`src/rtl/dst_addr_filter.sv`:
```
module dst_addr_filter (
  input  logic        clk,
  input  logic        rst_n,
  input  logic        rx_valid,
  input  logic        rx_sof,
  input  logic [7:0]  rx_data,
  input  logic        reg_wr,
  input  logic [3:0]  reg_addr,
  input  logic [31:0] reg_wdata,
  output logic [31:0] reg_rdata,
  output logic        dec_valid,
  output logic        dec_accept
);

  localparam logic [3:0] POS_DONE = 4'd12;

  logic [5:0]  ctl;
  logic [15:0] sta_hi;
  logic [31:0] sta_lo;
  logic [31:0] uhash [4];
  logic [31:0] ghash [4];
  logic [15:0] lsa_hi;
  logic [31:0] lsa_lo;

  logic [3:0]  cnt;
  logic [39:0] da_q;
  logic [39:0] sa_q;
  logic [31:0] crc_q;

  function automatic logic [31:0] crc_step(input logic [31:0] c, input logic [7:0] d);
    logic [31:0] r;
    r = c;
    for (int i = 0; i < 8; i++) begin
      if (r[0] ^ d[i]) r = (r >> 1) ^ 32'hEDB88320;
      else             r = r >> 1;
    end
    return r;
  endfunction

  logic [3:0]  pos;
  logic [31:0] crc_in, crc_nx, crc_fin;
  logic [47:0] da_full;
  logic [6:0]  hidx;
  logic        is_grp, is_bc, st_hit, uh_hit, gh_hit, acc;

  assign pos     = rx_sof ? 4'd0 : cnt;
  assign crc_in  = (pos == 4'd0) ? 32'hFFFFFFFF : crc_q;
  assign crc_nx  = crc_step(crc_in, rx_data);
  assign crc_fin = ~crc_nx;
  assign hidx    = crc_fin[31:25];
  assign da_full = {da_q, rx_data};
  assign is_grp  = da_full[40];
  assign is_bc   = &da_full;
  assign st_hit  = da_full == {sta_hi, sta_lo};
  assign uh_hit  = uhash[hidx[6:5]][hidx[4:0]];
  assign gh_hit  = ghash[hidx[6:5]][hidx[4:0]];

  always_comb begin
    acc = ctl[0];
    if (is_grp) begin
      if (ctl[1])                    acc = 1'b1;
      if (is_bc && ctl[3])           acc = 1'b1;
      if (!is_bc && ctl[4] && gh_hit) acc = 1'b1;
    end else begin
      if (ctl[2] && st_hit)          acc = 1'b1;
      if (ctl[5] && uh_hit)          acc = 1'b1;
    end
  end

  always_ff @(posedge clk) begin
    if (!rst_n) begin
      cnt        <= POS_DONE;
      da_q       <= '0;
      sa_q       <= '0;
      crc_q      <= '0;
      dec_valid  <= 1'b0;
      dec_accept <= 1'b0;
      lsa_hi     <= '0;
      lsa_lo     <= '0;
    end else if (rx_valid) begin
      if (pos < POS_DONE) cnt <= pos + 4'd1;
      if (pos < 4'd6) begin
        crc_q <= crc_nx;
        da_q  <= {da_q[31:0], rx_data};
      end else if (pos < 4'd11) begin
        sa_q <= {sa_q[31:0], rx_data};
      end else if (pos == 4'd11) begin
        lsa_hi <= sa_q[39:24];
        lsa_lo <= {sa_q[23:0], rx_data};
      end
      if (rx_sof) begin
        dec_valid  <= 1'b0;
        dec_accept <= 1'b0;
      end else if (pos == 4'd5) begin
        dec_valid  <= 1'b1;
        dec_accept <= acc;
      end
    end
  end

  always_ff @(posedge clk) begin
    if (!rst_n) begin
      ctl    <= '0;
      sta_hi <= '0;
      sta_lo <= '0;
      for (int i = 0; i < 4; i++) begin
        uhash[i] <= '0;
        ghash[i] <= '0;
      end
    end else if (reg_wr) begin
      case (reg_addr)
        4'd0:  ctl    <= reg_wdata[5:0];
        4'd1:  sta_hi <= reg_wdata[15:0];
        4'd2:  sta_lo <= reg_wdata;
        4'd3, 4'd4, 4'd5, 4'd6:  uhash[reg_addr[1:0] - 2'd3] <= reg_wdata;
        4'd7, 4'd8, 4'd9, 4'd10: ghash[reg_addr[1:0] - 2'd3] <= reg_wdata;
        default: ;
      endcase
    end
  end

  always_comb begin
    case (reg_addr)
      4'd0:  reg_rdata = {26'd0, ctl};
      4'd1:  reg_rdata = {16'd0, sta_hi};
      4'd2:  reg_rdata = sta_lo;
      4'd3, 4'd4, 4'd5, 4'd6:  reg_rdata = uhash[reg_addr[1:0] - 2'd3];
      4'd7, 4'd8, 4'd9, 4'd10: reg_rdata = ghash[reg_addr[1:0] - 2'd3];
      4'd11: reg_rdata = {16'd0, lsa_hi};
      4'd12: reg_rdata = lsa_lo;
      default: reg_rdata = '0;
    endcase
  end

  AST_VALID_AFTER_SIXTH: assert property (@(posedge clk) disable iff (!rst_n)
    rx_valid && !rx_sof && cnt == 4'd5 |=> dec_valid) else $error("AST_VALID_AFTER_SIXTH");
  AST_SOF_CLEARS: assert property (@(posedge clk) disable iff (!rst_n)
    rx_valid && rx_sof |=> !dec_valid && !dec_accept) else $error("AST_SOF_CLEARS");
  AST_DECISION_HOLDS: assert property (@(posedge clk) disable iff (!rst_n)
    dec_valid && $past(dec_valid) |-> $stable(dec_accept)) else $error("AST_DECISION_HOLDS");
  AST_PROM_ALL: assert property (@(posedge clk) disable iff (!rst_n)
    $rose(dec_valid) && $past(ctl[0]) |-> dec_accept) else $error("AST_PROM_ALL");
  AST_ALL_OFF_REJECTS: assert property (@(posedge clk) disable iff (!rst_n)
    $rose(dec_valid) && $past(ctl) == 6'd0 |-> !dec_accept) else $error("AST_ALL_OFF_REJECTS");
  AST_ACCEPT_NEEDS_VALID: assert property (@(posedge clk) disable iff (!rst_n)
    dec_accept |-> dec_valid) else $error("AST_ACCEPT_NEEDS_VALID");

endmodule

```
`config.mk`:
```
export PLATFORM = sky130hd
export DESIGN_NAME = dst_addr_filter
export DESIGN_NICKNAME = d
export VERILOG_FILES = /design/src/rtl/dst_addr_filter.sv
export SDC_FILE = /design/constraint.sdc
export NUM_CORES = 1
export LEC_CHECK = 0
export BUFFER_PORTS_ARGS = -buffer_cell sky130_fd_sc_hd__buf_2
export CORE_MARGIN = 2
export CORE_UTILIZATION = 28
export DETAILED_ROUTE_END_ITERATION = 10
export GPL_TIMING_DRIVEN = 0
export SLEW_MARGIN = 20
export SYNTH_ARGS = -nofsm -noshare
export SYNTH_HDL_FRONTEND = slang
export SYNTH_SLANG_ARGS = --single-unit
```
`constraint.sdc`:
```
create_clock -name clk -period 4.4 [get_ports clk]
set_clock_uncertainty 0.05 [all_clocks]
set_input_delay 0.22 -clock clk [delete_from_list [all_inputs] [get_ports clk]]
set_output_delay 0.22 -clock clk [all_outputs]
set_load 0.01 [all_outputs]
```
==> reports/metrics.cfg, run 1 <==
[outcome]
status=finished clean

[worst_hold_path]
hp-start=rx_data[2]
hold_path.class=input port to register
min_to=lsa_lo[2]
hold_path_depth=3

[timing]
fin_crit_sh_pct=98.7
finalSetupTns_ns=0
tightest_slew_ns=1.14
timing.fmax_ghz=0.230
final-hold-violation-count=0
finalSetupViolCount=0
period_needed_ns=4.34
slew-limit-headroom_pct=23.9
drv_slew=0

[synthesis]
yosys.area.top_type=edfxtp_1
synth_seq_cells=476
syn_area_per_cell_um2=10.3
ys_seq_area_share_pct=50.4
synth_common_cells=479 x nand2_1, 263 x and2_1, 256 x edfxtp_1
synth_top_family_by_area=simple AND/OR/NAND/NOR gates
synthXorXnorAreaFrac_pct=5.23
yosys.area_share.simple_pct=18.6
synth_top_area_share_pct=32.0
synth_edf_count=256
synth.cell_area_um2=24000
yosysMostFrequentCell=nand2_1
ys_top_cells_by_area=edfxtp_1 32%, dfxtp_1 18%, nand2_1 7.5%, and2_1 6.9%, mux4_2 6.9%
synth_cells=2324
synth_ff_type=edfxtp_1
ys_async_sr_fraction_pct=0
yosys_warnings=0
synth_compound_area_share_pct=10.4
synth_fp_nets=2380
synth_cell_type_count=70
synth_fa_ha_area_share_pct=0.365
synthMuxAreaShare_pct=11.5

[clock_network]
clockBufferDepth=3
cts_max_level=2
clkSlewWorstSetupHoldPaths_ns=0.07
cts-root-buf=clkbuf_16
cts_made_buffers=53
clk_latency_ns=0.62
cts_sinks=476
cts_tree=yes

[placed_design]
hpwl_um=69400
portBuffers=76
place_congestion=0.996

[worst_setup_path]
cp.required_ns=4.86
reg2reg_slack_ns=0.06
crit_path_start_kind=register
r2r-start=cnt[1]
endpoint_kind=register
critPathMaxFanout=10
path_class=register to register
reg2regPathDepth=13
crit_arrival_ns=4.80
r2r-end=dec_accept

[drt]
wl_per_cell_um=25.1
vias=19600
first_pass_iters=6
drc=0
vias_per_cell=5.30
drt-initial-drc-count=2480
wl_um=93000
ant_nets=0

[floorplan]
start_util_pct=28.2
dieArea_um2=88000
dieWidth_um=297
rows=107
core_area_um2=85000
ios=83
die_h_um=297

[power_and_ir_drop]
p_leak_nw=9.82
peakVddDrop_mv=0.315
cellPowerDensity_nw_per_um2=490
power.total_mw=14.0

[cells_and_area]
area.growth.synth_to_final_pct=19.1
layout.nets=2570
nFillCells=8674
final_util_pct=33.6
drive_gt1_share_pct=14.2

[global_route]
grt_overflow_total=0
top_usage_layer=met2
grt_use_total_pct=20.8
globalRouteMet2Util_pct=32.9
gr-usage-met3_pct=4.15
antenna_found_initial=6
grt_use_met1_pct=27.8
grt_pass1_wl_um=132000
grt_max_degree=22
grt_pass1_vias=18600

[flow_run]
drv_cap=0

-- critical path: stages, from the launching register on --
cell and delay (ns):
dfxtp_1 0.44, nand2b_1 0.15, ha_1 0.20, buf_2 0.20, a21oi_1 0.35, xnor2_4 0.25
xnor3_4 0.57, buf_4 0.26, mux2_2 0.24, o22ai_1 0.06, o21ai_0 0.42, nand4_1 0.25
a311o_1 0.48, a31oi_2 0.30
-- placed cells by master (no fill, tap or decap), types with 8 or more instances in the layout --
| cell type | instances |
|---|---|
| nand2_1 | 477 |
| and2_1 | 263 |
| edfxtp_1 | 256 |
| dfxtp_1 | 220 |
| a21oi_1 | 201 |
| clkbuf_1 | 140 |
| buf_2 | 98 |
| nor2_1 | 85 |
| xnor2_1 | 74 |
| mux4_2 | 73 |
| mux2i_1 | 72 |
| clkbuf_16 | 53 |
| dlygate4sd3_1 | 37 |
| nand3_1 | 35 |
| nand4_1 | 33 |
| xor2_1 | 33 |
| a221oi_1 | 27 |
| a22oi_1 | 26 |
| mux2_2 | 25 |
| a222oi_1 | 23 |
| a211oi_1 | 20 |
| o22ai_1 | 18 |
| inv_1 | 17 |
| buf_1 | 14 |
| o21ai_0 | 14 |
| buf_4 | 13 |
| nor4_1 | 12 |
| buf_6 | 11 |
| clkbuf_2 | 9 |
| and3_1 | 9 |
| xnor2_2 | 9 |
| nand2b_1 | 8 |
| nor3_1 | 8 |
| o211ai_1 | 8 |
-- power by group --
| part | leakage (nW) | switching (mW) | internal [mW] | total [mW] |
|---|---|---|---|---|
| combinational | 4.75 | 2.72 | 1.63 | 4.35 |
| sequential | 4.23 | 0.156 | 4.91 | 5.06 |
| clock | 0.837 | 1.97 | 2.61 | 4.58 |
-- worst max-delay path by stage --
stage / startpoint / endpoint / slack [ns] / cells after the start
3_3_place_gp: reg_addr[0] / uhash[1][28] / -3.13 / 8
4_1_cts: cnt[1] / dec_accept / 0.003 / 13
6_report: cnt[1] / dec_accept / 0.06 / 13
5_1_grt: cnt[1] / dec_accept / -0.007 / 14
2_1_floorplan: reg_addr[0] / uhash[1][0] / -0.16 / 6
3_5_place_dp: rx_sof / dec_accept / -1.09 / 14
-- area by class of cell --
| cell class | instances | area (µm²) | area share [%] |
|---|---|---|---|
| Clock buffer | 73 | 1440 | 5.04 |
| Inverter | 18 | 67.6 | 0.236 |
| Sequential cell | 476 | 12100 | 42.3 |
| Clock inverter | 24 | 304 | 1.06 |
| Timing Repair Buffer | 136 | 1110 | 3.87 |
| Tap cell | 1144 | 1430 | 5.01 |
| Buffer | 183 | 805 | 2.82 |
| Antenna cell | 2 | 5.00 | 0.0175 |
| Multi-Input combinational cell | 1646 | 11300 | 39.6 |
-- per-layer routing --
layer	up-vias	part of all wire (%)
met2	1057	45
met5	-	0.016
li1	8656	-
met3	188	9.9
met1	9709	41
met4	2	4.1
-- state kept, by name, indices dropped and copies added, names as in the netlist --
register / count
sa_q: 40
crc_q: 32
da_q: 40
lsa_lo: 32
dec_valid: 1
dec_accept: 1
uhash: 128
ctl: 6
ghash: 128
sta_hi: 16
lsa_hi: 16
cnt: 4
sta_lo: 32
-- cells by family after synthesis --
logic type | count (synthesis)
xor+xnor | 128
simple gates | 946
compound gates | 390
buf+inv | 202
flops | 476
fa+ha+maj | 7
mux | 175
-- per-stage QoR --
stage / cells / hold slack, ns / worst slack [ns] / area [µm²]
2_1_floorplan: 2324 / 0.286 / -0.158 / 24000
3_3_place_gp: 3544 / 0.387 / -3.13 / 25800
3_5_place_dp: 3557 / 0.386 / -1.09 / 26200
4_1_cts: 3695 / 0.0793 / 0.00296 / 28400
5_1_grt: 3700 / 0.140 / -0.00697 / 28600
6_report: 3702 / 0.116 / 0.0574 / 28600
-- repair_timing --
action                                  in CTS  in global routing
resized for setup                           21                 16
pin swaps                                    1                  2
endpoints found under the setup margin      14                 19
hold endpoints to repair                   168                  0
hold buffers                                37                  0
buffers inserted                             4                  6
Note: power is estimated with default switching activity, not from simulation.
==> run 2: changes to the inputs <==
--- a/config.mk
+++ b/config.mk
@@ -6,10 +6,12 @@
 export NUM_CORES = 1
 export LEC_CHECK = 0
 export BUFFER_PORTS_ARGS = -buffer_cell sky130_fd_sc_hd__buf_2
+export CAP_MARGIN = 15
 export CORE_MARGIN = 2
 export CORE_UTILIZATION = 28
 export DETAILED_ROUTE_END_ITERATION = 10
 export GPL_TIMING_DRIVEN = 0
+export PLACE_DENSITY_LB_ADDON = 0.05
 export SLEW_MARGIN = 20
 export SYNTH_ARGS = -nofsm -noshare
 export SYNTH_HDL_FRONTEND = slang
==> reports/metrics.cfg, run 2 (synthesized netlist as in run 1, its figures left out) <==
[outcome]
status=finished clean

[worst_setup_path]
crit_path_start_kind=register
crit_arrival_ns=4.82  ; +0.02 ns
crit_slowest_cell=xor3_2
slowest_delay_ns=0.62  ; +0.05 ns
endpoint_kind=register
cp_cell_sequence=nand2b_1 > ha_1 > clkbuf_4 > and2_1 > buf_4 > nor2_1 > xnor2_2 > xor3_2 > buf_6 > buf_2 > o211ai_1 > o22ai_1 > o311ai_2 > nand4_1 > a31oi_1
cp.required_ns=4.89  ; +0.03 ns
critPathMaxFanout=10  ; unchanged
path_class=register to register

[power_and_ir_drop]
p_seq_share_pct=34.4  ; -1.8 points
cellPowerDensity_nw_per_um2=507  ; +3.5%
swShare_pct=34.3  ; -0.37 points
p_int_mw=9.67  ; +5.8%
pwr-share-clk_pct=34.8  ; +2.1 points
p_comb_share_pct=30.8  ; -0.3 points
p_leak_nw=10.1  ; +2.6%
peakVddDrop_mv=0.250  ; -21%
switchingPower_mw=5.05  ; +4.1%

[drt]
wl_per_cell_um=28.4  ; +13%
vias_per_cell=5.15  ; -2.7%
ant_nets=0  ; unchanged
wl_um=106000  ; +14%
vias=19200  ; -2.0%
first_pass_iters=6  ; unchanged
drc=0  ; unchanged
drt-initial-drc-count=1784  ; -28%

[cells_and_area]
reg.largest.list=ghash x128, uhash x128
fin_cells=3727  ; +0.68%
final_common_cell=nand2_1
final_cell_mix=477 x nand2_1, 263 x and2_1, 256 x edfxtp_1
final_util_pct=34.2  ; +0.54 points
drive_gt1_share_pct=15.2  ; +0.98 points
layout.nets=2588  ; +0.70%
area.growth.synth_to_final_pct=21.0

[timing]
tightest_slew_ns=1.23  ; +0.0835 ns
timing.fmax_ghz=0.231  ; +0.34%
finalSetupViolCount=0  ; unchanged
period_needed_ns=4.33  ; -0.0148 ns
final-hold-violation-count=0  ; unchanged
rsz0062_at_grt=no
fin_crit_sh_pct=98.4  ; -0.34 points
drv_slew=0  ; unchanged
slew-limit-headroom_pct=18.3  ; -5.6 points

[placed_design]
portBuffers=76  ; unchanged
placedCellCount=3560  ; +0.084%
hpwl_um=80800  ; +16%
place_congestion=0.904  ; -9.2%

[clock_network]
cts-root-buf=clkbuf_16
clockBufferDepth=3  ; unchanged
clk_latency_ns=0.63  ; about the same
cts_tree=yes
cts_made_buffers=59  ; +11%
cts_sinks=476  ; unchanged
cts_max_level=2  ; unchanged
clkSlewWorstSetupHoldPaths_ns=0.06  ; about the same

[flow_run]
drv_cap=0  ; unchanged

[floorplan]
dieWidth_um=297  ; unchanged
start_util_pct=28.2  ; unchanged
ios=83  ; unchanged
die_h_um=297  ; unchanged
dieArea_um2=88000  ; unchanged
rows=107  ; unchanged
core_area_um2=85000  ; unchanged

[global_route]
grt_use_total_pct=24.0  ; +3.2 points
grt_pass1_vias=19100  ; +2.4%
grt_max_degree=19  ; -14%
grt_overflow_total=0  ; unchanged
grt_pass1_wl_um=148000  ; +12%
antenna_found_initial=1  ; -5

[worst_hold_path]
hold_path.class=input port to register

-- run 2: routing by layer --
layer | GRT usage (%) | wire length [µm]
met5 | 0 | 0
met4 | 6.37 | 2830
met3 | 2.29 | 4510
met2 | 41.5 | 51900
met1 | 32.0 | 46700
-- run 2: final cells by class --
type	instances	area, µm²
plain buffers	182	812
clock buffers	80	1730
diodes	1	2.50
clock inverters	31	302
flip-flops and latches	476	12100
multi-input cells	1646	11300
fillers	8705	56000
repair buffers	149	1280
inverters	18	68.8
well taps	1144	1430
-- run 2: worst max-delay path, delay by kind of cell, from the launching register on --
kind                       cells  cell delay [ns]
AOI/OAI and AO/OA              4             1.01
buffers and inverters          4             0.92
xor gates and xnor gates       2             0.79
and+or+nand+nor                4             0.78
DFF                            1             0.41
adders and majority gates      1             0.25
-- run 2: what timing repair did --
action                     in CTS  in global routing
pin swaps                       2                 10
gates resized for setup        15                 22
setup buffers                   3                 18
setup endpoints to repair      33                  2
hold endpoints to repair      116                  0
hold buffers                   36                  0
-- run 2: power by group through the flow --
stage / combinational (mW) / clock [mW] / sequential [mW]
floorplan: 2.53 / 0 / 5.09
global placement: 4.21 / 0 / 5.17
detailed placement: 4.31 / 0 / 5.15
CTS: 4.40 / 5.22 / 5.06
global route: 4.72 / 5.40 / 5.08
finish: 4.53 / 5.12 / 5.06
-- run 2: path summary, 6_finish.rpt --
path	startpoint	end	slack, ns	depth (start not counted)
worst max-delay path	cnt[1]	dec_accept	0.07	15
worst min register to register	crc_q[11]	crc_q[11]	0.41	2
worst min-delay path	rx_data[7]	sa_q[7]	0.06	3
worst max register to register	cnt[1]	dec_accept	0.07	15
-- run 2: metrics by stage --
stage | total power [mW] | cell area (µm²) | hold WS (ns) | worst slack [ns] | TNS, ns
finish | 14.7 | 29000 | 0.0555 | 0.0721 | 0
CTS | 14.7 | 28800 | 0.0158 | -0.162 | -0.162
floorplan | 7.62 | 24000 | 0.286 | -0.158 | -12.07
detailed placement | 9.46 | 26300 | 0.393 | -0.990 | -29.67
global route | 15.2 | 29000 | 0.0256 | 0.0140 | 0
global placement | 9.37 | 25800 | 0.385 | -3.96 | -791.94
==> run 3: changes to the inputs <==
--- a/config.mk
+++ b/config.mk
@@ -8,7 +8,7 @@
 export BUFFER_PORTS_ARGS = -buffer_cell sky130_fd_sc_hd__buf_2
 export CAP_MARGIN = 15
 export CORE_MARGIN = 2
-export CORE_UTILIZATION = 28
+export CORE_UTILIZATION = 45
 export DETAILED_ROUTE_END_ITERATION = 10
 export GPL_TIMING_DRIVEN = 0
 export PLACE_DENSITY_LB_ADDON = 0.05
==> constraint.sdc (replaced) <==
create_clock -name clk -period 5.5 [get_ports clk]
set_clock_uncertainty 0.05 [all_clocks]
set_input_delay 0.275 -clock clk [delete_from_list [all_inputs] [get_ports clk]]
set_output_delay 0.275 -clock clk [all_outputs]
set_load 0.01 [all_outputs]
==> reports/metrics.cfg, run 3 (synthesized netlist as in run 1, its figures left out) <==
[clock_network]
cts_made_buffers=55  ; -6.8%
cts_tree=yes
cts_setup_buffers=0  ; -3
cts-root-buf=clkbuf_16
cts_max_level=2  ; unchanged
clockBufferDepth=3  ; unchanged
clkSlewWorstSetupHoldPaths_ns=0.06  ; about the same
cts_sinks=476  ; unchanged
clk_latency_ns=0.63  ; about the same

[drt]
drt-initial-drc-count=2243  ; +26%
vias_per_cell=6.01  ; +17%
first_pass_iters=6  ; unchanged
wl_per_cell_um=28.6  ; +0.51%
ant_nets=0  ; unchanged
drc=0  ; unchanged
vias=19400  ; +1.2%
wl_um=92500  ; -13%

[global_route]
gr-usage-met3_pct=4.97  ; +2.7 points
antenna_found_initial=4  ; +3
grt_pass1_vias=18800  ; -1.2%
grt_overflow_total=0  ; unchanged
grt_pass1_wl_um=133000  ; -10%
globalRouteMet2Util_pct=54.8  ; +13 points
grt_use_met1_pct=43.1  ; +11 points
grt_use_total_pct=33.0  ; +9.0 points
grt_max_degree=22  ; +3
top_usage_layer=met2

[cells_and_area]
reg.largest.list=ghash x128, uhash x128
stdcell_area_um2=27700  ; -4.4%
final_common_cell=nand2_1
nFillCells=4831  ; -45%
area.growth.synth_to_final_pct=15.7
fin_cells=3238  ; -13%
drive_gt1_share_pct=12.9  ; -2.2 points
multi_input_area_um2=11100  ; -1.5%
ff_latch_area_um2=12100  ; unchanged
layout.nets=2559  ; -1.1%
final_cell_mix=479 x nand2_1, 263 x and2_1, 256 x edfxtp_1
antenna-diode-count=0  ; -1

[worst_setup_path]
r2r-end=dec_accept
crit_arrival_ns=5.94  ; +1.12 ns
reg2reg_slack_ns=0.05  ; -0.02 ns
cp_cell_sequence=nand2b_1 > ha_1 > buf_2 > a21oi_1 > xnor2_1 > clkbuf_1 > clkdlybuf4s15_1 > nand2_1 > o211ai_1 > o22ai_1 > o311ai_1 > nand4_1 > a31oi_1
critPathMaxFanout=10  ; unchanged
crit_path_start_kind=register
crit_start=cnt[1]
endpoint_kind=register
cp.required_ns=6.00  ; +1.11 ns
reg2regPathDepth=13  ; -2
r2r-start=cnt[1]
cp-endpoint=dec_accept
crit_slowest_cell=clkdlybuf4s15_1
slowest_delay_ns=0.93  ; +0.31 ns
path_class=register to register

[placed_design]
portBuffers=76  ; unchanged
pre_cts_ws_ns=0.118  ; +1.11 ns
placedCellCount=3101  ; -13%
placed_area_um2=25600  ; -2.6%
hpwl_um=70100  ; -13%
place_congestion=0.945  ; +4.5%

[power_and_ir_drop]
switchingPower_mw=3.76  ; -26%
swShare_pct=34.0  ; -0.27 points
peakVddDrop_mv=0.244  ; -2.5%
cellPowerDensity_nw_per_um2=398  ; -21%
pwr-share-clk_pct=33.6  ; -1.2 points
power.total_mw=11.1  ; -25%
p_int_mw=7.29  ; -25%
p_leak_nw=9.70  ; -3.6%
p_comb_share_pct=29.8  ; -1.0 points
p_seq_share_pct=36.6  ; +2.2 points

[timing]
rsz0062_at_grt=no
slew-limit-headroom_pct=26.0  ; +7.7 points
period_needed_ns=5.45  ; +1.12 ns
finalSetupTns_ns=0  ; unchanged
fin_ws_ns=0.0517  ; -0.0205 ns
drv_slew=0  ; unchanged
fin_crit_sh_pct=99.1  ; +0.70 points
finalSetupViolCount=0  ; unchanged
final-hold-violation-count=0  ; unchanged
timing.fmax_ghz=0.184  ; -21%
tightest_slew_ns=1.11  ; -0.116 ns

[floorplan]
core_area_um2=52700  ; -38%
die_h_um=235  ; -21%
dieWidth_um=235  ; -21%
start_util_pct=45.6  ; +17 points
rows=84  ; -21%
dieArea_um2=55200  ; -37%
ios=83  ; unchanged

[worst_hold_path]
hold_path.class=input port to register

[flow_run]
drv_cap=0  ; unchanged

[outcome]
status=finished clean

[run 3: cell count changes in the layout (fill, tap and decap cells not counted), moves of 5 or more]
cell / before / now
buf_4: 26 / 5
clkbuf_1: 135 / 151
xnor2_1: 74 / 82
clkbuf_16: 64 / 57
clkinv_2: 14 / 7
clkbuf_4: 6 / 0
xnor2_2: 10 / 5
[run 3: final cells by class]
class / count / share of cell area [%]
well taps: 688 / 3.10
flip-flops and latches: 476 / 43.6
repair buffers: 122 / 3.54
plain buffers: 184 / 2.87
clock buffers: 84 / 5.79
clock inverters: 20 / 0.690
inverters: 18 / 0.243
multi-input cells: 1646 / 40.2
[run 3: worst min path at each step]
stage                      endpoint  depth (start not counted)       start  slack, ns
after floorplan           dec_valid                          2       rst_n       0.34
after global placement    dec_valid                          2   dec_valid       0.38
after detailed placement  dec_valid                          2   dec_valid       0.39
after CTS                   sa_q[4]                          3  rx_data[4]       0.02
after global routing        sa_q[4]                          3  rx_data[4]       0.04
final                       sa_q[4]                          3  rx_data[4]       0.03
[run 3: worst max-delay path: cells and delay by family, from the launching register on]
kind                       cells  cell delay, ns
DFF                            1            0.41
and+or+nand+nor                3            1.12
buffers and inverters          3            1.65
adders and majority gates      1            0.19
xor gates and xnor gates       1            0.32
AOI/OAI and AO/OA              5            1.62
[run 3: routing by layer]
layer / part of all wire [%] / wire (µm) / vias up
met3: 7.6 / 7030 / 215
met2: 48 / 44200 / 936
met5: 0.029 / 27 / -
met1: 40 / 37300 / 9659
li1: - / - / 8635
met4: 4.3 / 3980 / 4
[run 3: metrics by stage]
stage	hold WS, ns	util [%]
after detailed placement	0.394	48.6
final	0.0321	52.7
after CTS	0.0207	52.7
after floorplan	0.341	-
after global routing	0.0369	52.7
after global placement	0.383	47.9
[run 3: power groups by stage]
stage	clock network (mW)	registers, mW	logic, mW
2_1_floorplan	0	4.07	2.03
3_3_place_gp	0	4.13	3.13
3_5_place_dp	0	4.12	3.19
4_1_cts	3.73	4.04	3.22
5_1_grt	3.87	4.06	3.38
6_report	3.71	4.05	3.29
[run 3: repair_timing]
| item | in CTS | in global routing |
|---|---|---|
| hold buffers | 33 | 0 |
| endpoints found under the hold margin | 43 | 0 |
| endpoints found under the setup margin | 0 | 1 |
| gates resized for setup | 0 | 2 |
